File: config.mk
export PLATFORM = sky130hd
export DESIGN_NAME = gpio_irq_ctrl
export DESIGN_NICKNAME = d
export VERILOG_FILES = /design/src/rtl/gpio_irq_pkg.sv /design/src/rtl/gpio_irq_regs.sv /design/src/rtl/gpio_irq_cell.sv /design/src/rtl/gpio_irq_merge.sv /design/src/rtl/gpio_irq_ctrl.sv
export SDC_FILE = /design/constraint.sdc
export NUM_CORES = 1
export LEC_CHECK = 0
export BUFFER_PORTS_ARGS = -buffer_cell sky130_fd_sc_hd__buf_2
export CORE_UTILIZATION = 35
export DETAILED_ROUTE_END_ITERATION = 10
export SYNTH_ARGS = -nofsm -noshare
export SYNTH_HDL_FRONTEND = slang
export SYNTH_SLANG_ARGS = --single-unit
File: constraint.sdc
create_clock -name clk -period 2.45 [get_ports clk]
set_clock_uncertainty 0.05 [all_clocks]
set_input_delay 0.49 -clock clk [delete_from_list [all_inputs] [get_ports clk]]
set_output_delay 0.49 -clock clk [all_outputs]
set_load 0.01 [all_outputs]
File: src/rtl/gpio_irq_pkg.sv
package gpio_irq_pkg;
  localparam int NPINS  = 32;
  localparam int HALF_W = 16;
  localparam int NHALF  = NPINS / HALF_W;
  localparam int AW     = 8;
  localparam int DW     = 2 * HALF_W;

  localparam logic [AW-1:0] A_EN   = 8'h10;
  localparam logic [AW-1:0] A_MASK = 8'h18;
  localparam logic [AW-1:0] A_TYPE = 8'h20;
  localparam logic [AW-1:0] A_POL  = 8'h28;
  localparam logic [AW-1:0] A_BOTH = 8'h30;
  localparam logic [AW-1:0] A_STAT = 8'h50;
  localparam logic [AW-1:0] A_RAW  = 8'h58;
  localparam logic [AW-1:0] A_EOI  = 8'h60;

  typedef struct packed {
    logic [NPINS-1:0] en;
    logic [NPINS-1:0] mask;
    logic [NPINS-1:0] typ;
    logic [NPINS-1:0] pol;
    logic [NPINS-1:0] both;
  } irq_cfg_t;

  // Upper half of the write word enables, lower half supplies the value.
  function automatic logic [HALF_W-1:0] wm_merge(input logic [HALF_W-1:0] old,
                                                 input logic [DW-1:0]     wd);
    return (old & ~wd[DW-1:HALF_W]) | (wd[HALF_W-1:0] & wd[DW-1:HALF_W]);
  endfunction
endpackage

File: src/rtl/gpio_irq_regs.sv
module gpio_irq_regs
  import gpio_irq_pkg::*;
(
  input  logic             clk,
  input  logic             rst_n,
  input  logic             wr,
  input  logic [AW-1:0]    addr,
  input  logic [DW-1:0]    wdata,
  input  logic [NPINS-1:0] raw_i,
  input  logic [NPINS-1:0] stat_i,
  output logic [DW-1:0]    rdata,
  output irq_cfg_t         cfg_o,
  output logic [NPINS-1:0] eoi_o
);
  logic [AW-1:0]    base;
  logic             aligned;
  logic [NPINS-1:0] en_v, mask_v, typ_v, pol_v, both_v;

  assign base    = {addr[AW-1:3], 3'b000};
  assign aligned = (addr[1:0] == 2'b00);

  for (genvar h = 0; h < NHALF; h++) begin : g_half
    logic              sel;
    logic [HALF_W-1:0] en_h, mask_h, typ_h, pol_h, both_h;

    assign sel = wr && aligned && (addr[2] == 1'(h));

    always_ff @(posedge clk or negedge rst_n) begin
      if (!rst_n) begin
        en_h   <= '0;
        mask_h <= '1;
        typ_h  <= '0;
        pol_h  <= '0;
        both_h <= '0;
      end else if (sel) begin
        case (base)
          A_EN:    en_h   <= wm_merge(en_h, wdata);
          A_MASK:  mask_h <= wm_merge(mask_h, wdata);
          A_TYPE:  typ_h  <= wm_merge(typ_h, wdata);
          A_POL:   pol_h  <= wm_merge(pol_h, wdata);
          A_BOTH:  both_h <= wm_merge(both_h, wdata);
          default: ;
        endcase
      end
    end

    assign en_v  [h*HALF_W +: HALF_W] = en_h;
    assign mask_v[h*HALF_W +: HALF_W] = mask_h;
    assign typ_v [h*HALF_W +: HALF_W] = typ_h;
    assign pol_v [h*HALF_W +: HALF_W] = pol_h;
    assign both_v[h*HALF_W +: HALF_W] = both_h;
    assign eoi_o [h*HALF_W +: HALF_W] = (sel && base == A_EOI) ?
                                        (wdata[HALF_W-1:0] & wdata[DW-1:HALF_W]) : '0;
  end

  assign cfg_o = '{en: en_v, mask: mask_v, typ: typ_v, pol: pol_v, both: both_v};

  always_comb begin
    logic [NPINS-1:0] src;
    case (base)
      A_EN:    src = en_v;
      A_MASK:  src = mask_v;
      A_TYPE:  src = typ_v;
      A_POL:   src = pol_v;
      A_BOTH:  src = both_v;
      A_STAT:  src = stat_i;
      A_RAW:   src = raw_i;
      default: src = '0;
    endcase
    if (!aligned) src = '0;
    rdata = {{HALF_W{1'b0}}, src[addr[2]*HALF_W +: HALF_W]};
  end
endmodule

File: src/rtl/gpio_irq_cell.sv
module gpio_irq_cell (
  input  logic clk,
  input  logic rst_n,
  input  logic pin_i,
  input  logic en_i,
  input  logic typ_i,
  input  logic pol_i,
  input  logic both_i,
  input  logic eoi_i,
  output logic set_o,
  output logic latch_o,
  output logic raw_o
);
  logic prev_q, latch_q;
  logic rise, fall, qual, edge_mode;

  assign rise      = pin_i & ~prev_q;
  assign fall      = ~pin_i & prev_q;
  assign edge_mode = typ_i | both_i;
  assign qual      = both_i ? (rise | fall) : (pol_i ? rise : fall);
  assign set_o     = en_i & edge_mode & qual;

  always_ff @(posedge clk or negedge rst_n) begin
    if (!rst_n) begin
      prev_q  <= 1'b0;
      latch_q <= 1'b0;
    end else begin
      prev_q <= pin_i;
      if (set_o)      latch_q <= 1'b1;
      else if (eoi_i) latch_q <= 1'b0;
    end
  end

  assign latch_o = latch_q;
  assign raw_o   = edge_mode ? latch_q : ~(pin_i ^ pol_i);
endmodule

File: src/rtl/gpio_irq_merge.sv
module gpio_irq_merge #(
  parameter int PINS = 32
) (
  input  logic [PINS-1:0] raw_i,
  input  logic [PINS-1:0] en_i,
  input  logic [PINS-1:0] mask_i,
  output logic [PINS-1:0] stat_o,
  output logic            irq_o
);
  assign stat_o = raw_i & en_i & ~mask_i;
  assign irq_o  = |stat_o;
endmodule

File: src/rtl/gpio_irq_ctrl.sv
module gpio_irq_ctrl
  import gpio_irq_pkg::*;
(
  input  logic             clk,
  input  logic             rst_n,
  input  logic [NPINS-1:0] pin_i,
  input  logic             reg_wr,
  input  logic [AW-1:0]    reg_addr,
  input  logic [DW-1:0]    reg_wdata,
  output logic [DW-1:0]    reg_rdata,
  output logic             irq_o
);
  irq_cfg_t         cfg;
  logic [NPINS-1:0] eoi, set_v, latch_v, raw_v, stat_v;

  gpio_irq_regs u_regs (
    .clk(clk), .rst_n(rst_n), .wr(reg_wr), .addr(reg_addr), .wdata(reg_wdata),
    .raw_i(raw_v), .stat_i(stat_v), .rdata(reg_rdata), .cfg_o(cfg), .eoi_o(eoi)
  );

  for (genvar i = 0; i < NPINS; i++) begin : g_pin
    gpio_irq_cell u_cell (
      .clk(clk), .rst_n(rst_n), .pin_i(pin_i[i]),
      .en_i(cfg.en[i]), .typ_i(cfg.typ[i]), .pol_i(cfg.pol[i]),
      .both_i(cfg.both[i]), .eoi_i(eoi[i]),
      .set_o(set_v[i]), .latch_o(latch_v[i]), .raw_o(raw_v[i])
    );
  end

  gpio_irq_merge #(.PINS(NPINS)) u_merge (
    .raw_i(raw_v), .en_i(cfg.en), .mask_i(cfg.mask), .stat_o(stat_v), .irq_o(irq_o)
  );
endmodule

==> metrics.yaml <==
status: "complete, but fails checks"
violations: "setup timing"
ys_warn_count: 0
clkPwrFrac: 0.446
clock_path_buffers: 3
gr-total-overflow: 0
antenna_found_initial: 1
end_kind: "output port"
cts-root-buf: "clkbuf_16"
path_max_fanout: 2
numCtsBuffers: 27
fillers: 3599
multiInputGateArea_um2: 8140
ios: 108
clkTransAtPathRegs_ps: 60
rsz0062_at_grt: "true"
fin_nets: 1776
synth_cell_types: 63
max_freq_ghz: 0.319
area_growth_pct: 34.6
routed_wirelength_um: 44100
die_h_um: 200
final_layout_size_suffix_gt1_frac: 0.425
swShare: 0.260
grt_pass1_wl_um: 69000
via_per_inst: 5.34
initialDrtViolationCount: 831
timing.final.setup_violations: 17
ff2ff_setup_slack_ps: 1050
ys_ff_latch: 224
fin_crit_ps: 3130
timing.hold.ws_ps: 40.3
dpl.cell_count: 2106
drt_drc_violations_left: 0
dr_wl_met2_um: 19900
relSlewSlack: 0.599
finalHoldViolations: 0
wl_met1_um: 20100
ys_async_sr_fraction: 1.00
h-tree-depth: 1
switching_power_mw: 2.40
finalPower_mw: 9.24
drv_slew: 0
syn_inst: 1335
drt_pre_antenna_iters: 5
power.leakage_nw: 8.58
gr-usage-all-layers: 0.219
synth.cell_area_um2: 13800
worst_slack_ps: -685
port_buffers: 91
start_util: 0.355
intPower_mw: 6.84
dieWidth_um: 200
ys_seq_area_frac: 0.410
synth-edff-count: 0
top_layer_used: "met4"
gp_congestion: 0.881
core_um2: 38700
area.sequential_um2: 5650
cts_tree: "done"
reg2reg_to: "g_pin[19].u_cell.latch_o$_DFFE_PN0P_"
insertion_delay_ps: 570
stdcell_count: 2178
critPathKind: "reg2out"
sequentialPowerShare: 0.422
hold_class: "in2reg"
detailroute.via_count: 11600
postRouteAntennaNets: 0
maxCapViolCount: 0
wl_met3_um: 2970
clock_sinks: 224
synth-main-ff-cell: "dfrtp_1"
r2r_cells: 5
pwr_density_cell_nw_per_um2: 499
worst_pin_slew_ps: 599
start_kind: "register"
grt_max_degree: 83
layout_commonest_cell: "buf_4"
final_cell_mix: "buf_4, nand2_1, dfrtp_1"
grt_pass1_vias: 11800
required_ps: 1910
rows: 72
die_area_um2: 40100
vdd_drop_max_mv: 0.506
syn_avg_cell_area_um2: 10.3
worstPathArrival_ps: 2590
routedWlPerCell_um: 20.2
period_share: 1.28
finalSetupTns_ps: -4030
critPathCapture: "irq_o"
dp_hpwl_um: 30700
combPwrFrac: 0.132
cell type report:
| cell class | count | share of cell area |
|---|---|---|
| well taps | 518 | 0.0350 |
| clock inverters | 9 | 0.00567 |
| multi-input cells | 953 | 0.439 |
| clock buffers | 41 | 0.0436 |
| repair buffers | 350 | 0.155 |
| inverters | 81 | 0.0165 |
| diodes | 2 | 0.000270 |
| flip-flops and latches | 224 | 0.305 |
cells by family after synthesis:
logic type	share of synthesized area
simple gates	0.141
compound gates	0.110
fa+ha+maj	0.0582
flops	0.410
other cells	0.000272
mux	0.202
buf+inv	0.0581
xor+xnor	0.0204
worst min path at each step:
stage / from / endpoint / cells past startpoint
final: pin_i[31] / g_pin[31].u_cell.prev_q$_DFF_PN0_ / 1
after global routing: pin_i[31] / g_pin[31].u_cell.prev_q$_DFF_PN0_ / 1
after CTS: pin_i[17] / g_pin[17].u_cell.prev_q$_DFF_PN0_ / 1
after detailed placement: rst_n / async pin / 1
after global placement: rst_n / async pin / 1
after floorplan: rst_n / async pin / 0
power groups by stage:
| stage | Clock [mW] | Combinational, mW | Sequential, mW |
|---|---|---|---|
| 2_1_floorplan | 0 | 0.517 | 3.96 |
| 3_3_place_gp | 0 | 1.05 | 3.96 |
| 3_5_place_dp | 0 | 1.07 | 3.96 |
| 4_1_cts | 4.18 | 1.16 | 3.90 |
| 5_1_grt | 4.34 | 1.32 | 3.91 |
| 6_report | 4.12 | 1.22 | 3.90 |
Yosys cell counts, drive strengths merged (3+ instances only):
master | number | area, µm²
mux2 | 192 | 2160
nor3b | 4 | 46.3
a21oi | 7 | 35.0
nor4 | 4 | 25.0
nor3 | 40 | 200
o32ai | 11 | 96.3
xnor2 | 31 | 272
nand2 | 202 | 773
a22o | 85 | 744
nand3b | 6 | 48.8
inv | 81 | 304
nor2b | 5 | 31.3
dfstp | 32 | 841
clkbuf | 28 | 105
a31oi | 16 | 100
ha | 64 | 801
nor4b | 3 | 41.3
o31ai | 14 | 105
mux2i | 62 | 621
o21a | 10 | 75.1
nor2 | 50 | 278
and2 | 17 | 106
nand2b | 14 | 87.6
o311ai | 13 | 114
buf | 64 | 390
dfrtp | 192 | 4800
a22oi | 8 | 60.1
nand3 | 52 | 270
critical path: stages (launching register included):
cell and delay, ps:
dfrtp_1 380, o21a_1 240, o2bb2ai_2 150, or4_4 530, nor4_4 170, buf_4 170, nand4_1 190, buf_2 210
stage by stage:
stage | area, µm² | worst slack (ps) | utilization
floorplan | 13800 | 1.75 | -
global placement | 16600 | -700 | 0.427
detailed placement | 16600 | -688 | 0.427
CTS | 18100 | -683 | 0.468
global route | 18500 | -780 | 0.478
finish | 18500 | -685 | 0.478
metal layers:
layer | GRT usage | vias to the layer above
met5 | 0 | -
met4 | 0.0690 | 0
met3 | 0.0417 | 87
met2 | 0.339 | 420
met1 | 0.309 | 5805
li1 | - | 5309
what timing repair did:
item                       in CTS  in global routing
gates cloned                    1                  0
buffers inserted               16                 11
resized for setup             110                 68
setup endpoints to repair      17                 17
hold buffers                    1                  0
hold endpoints to repair       13                  0
pin swaps                      42                 32
(Power assumes the default switching activity.)
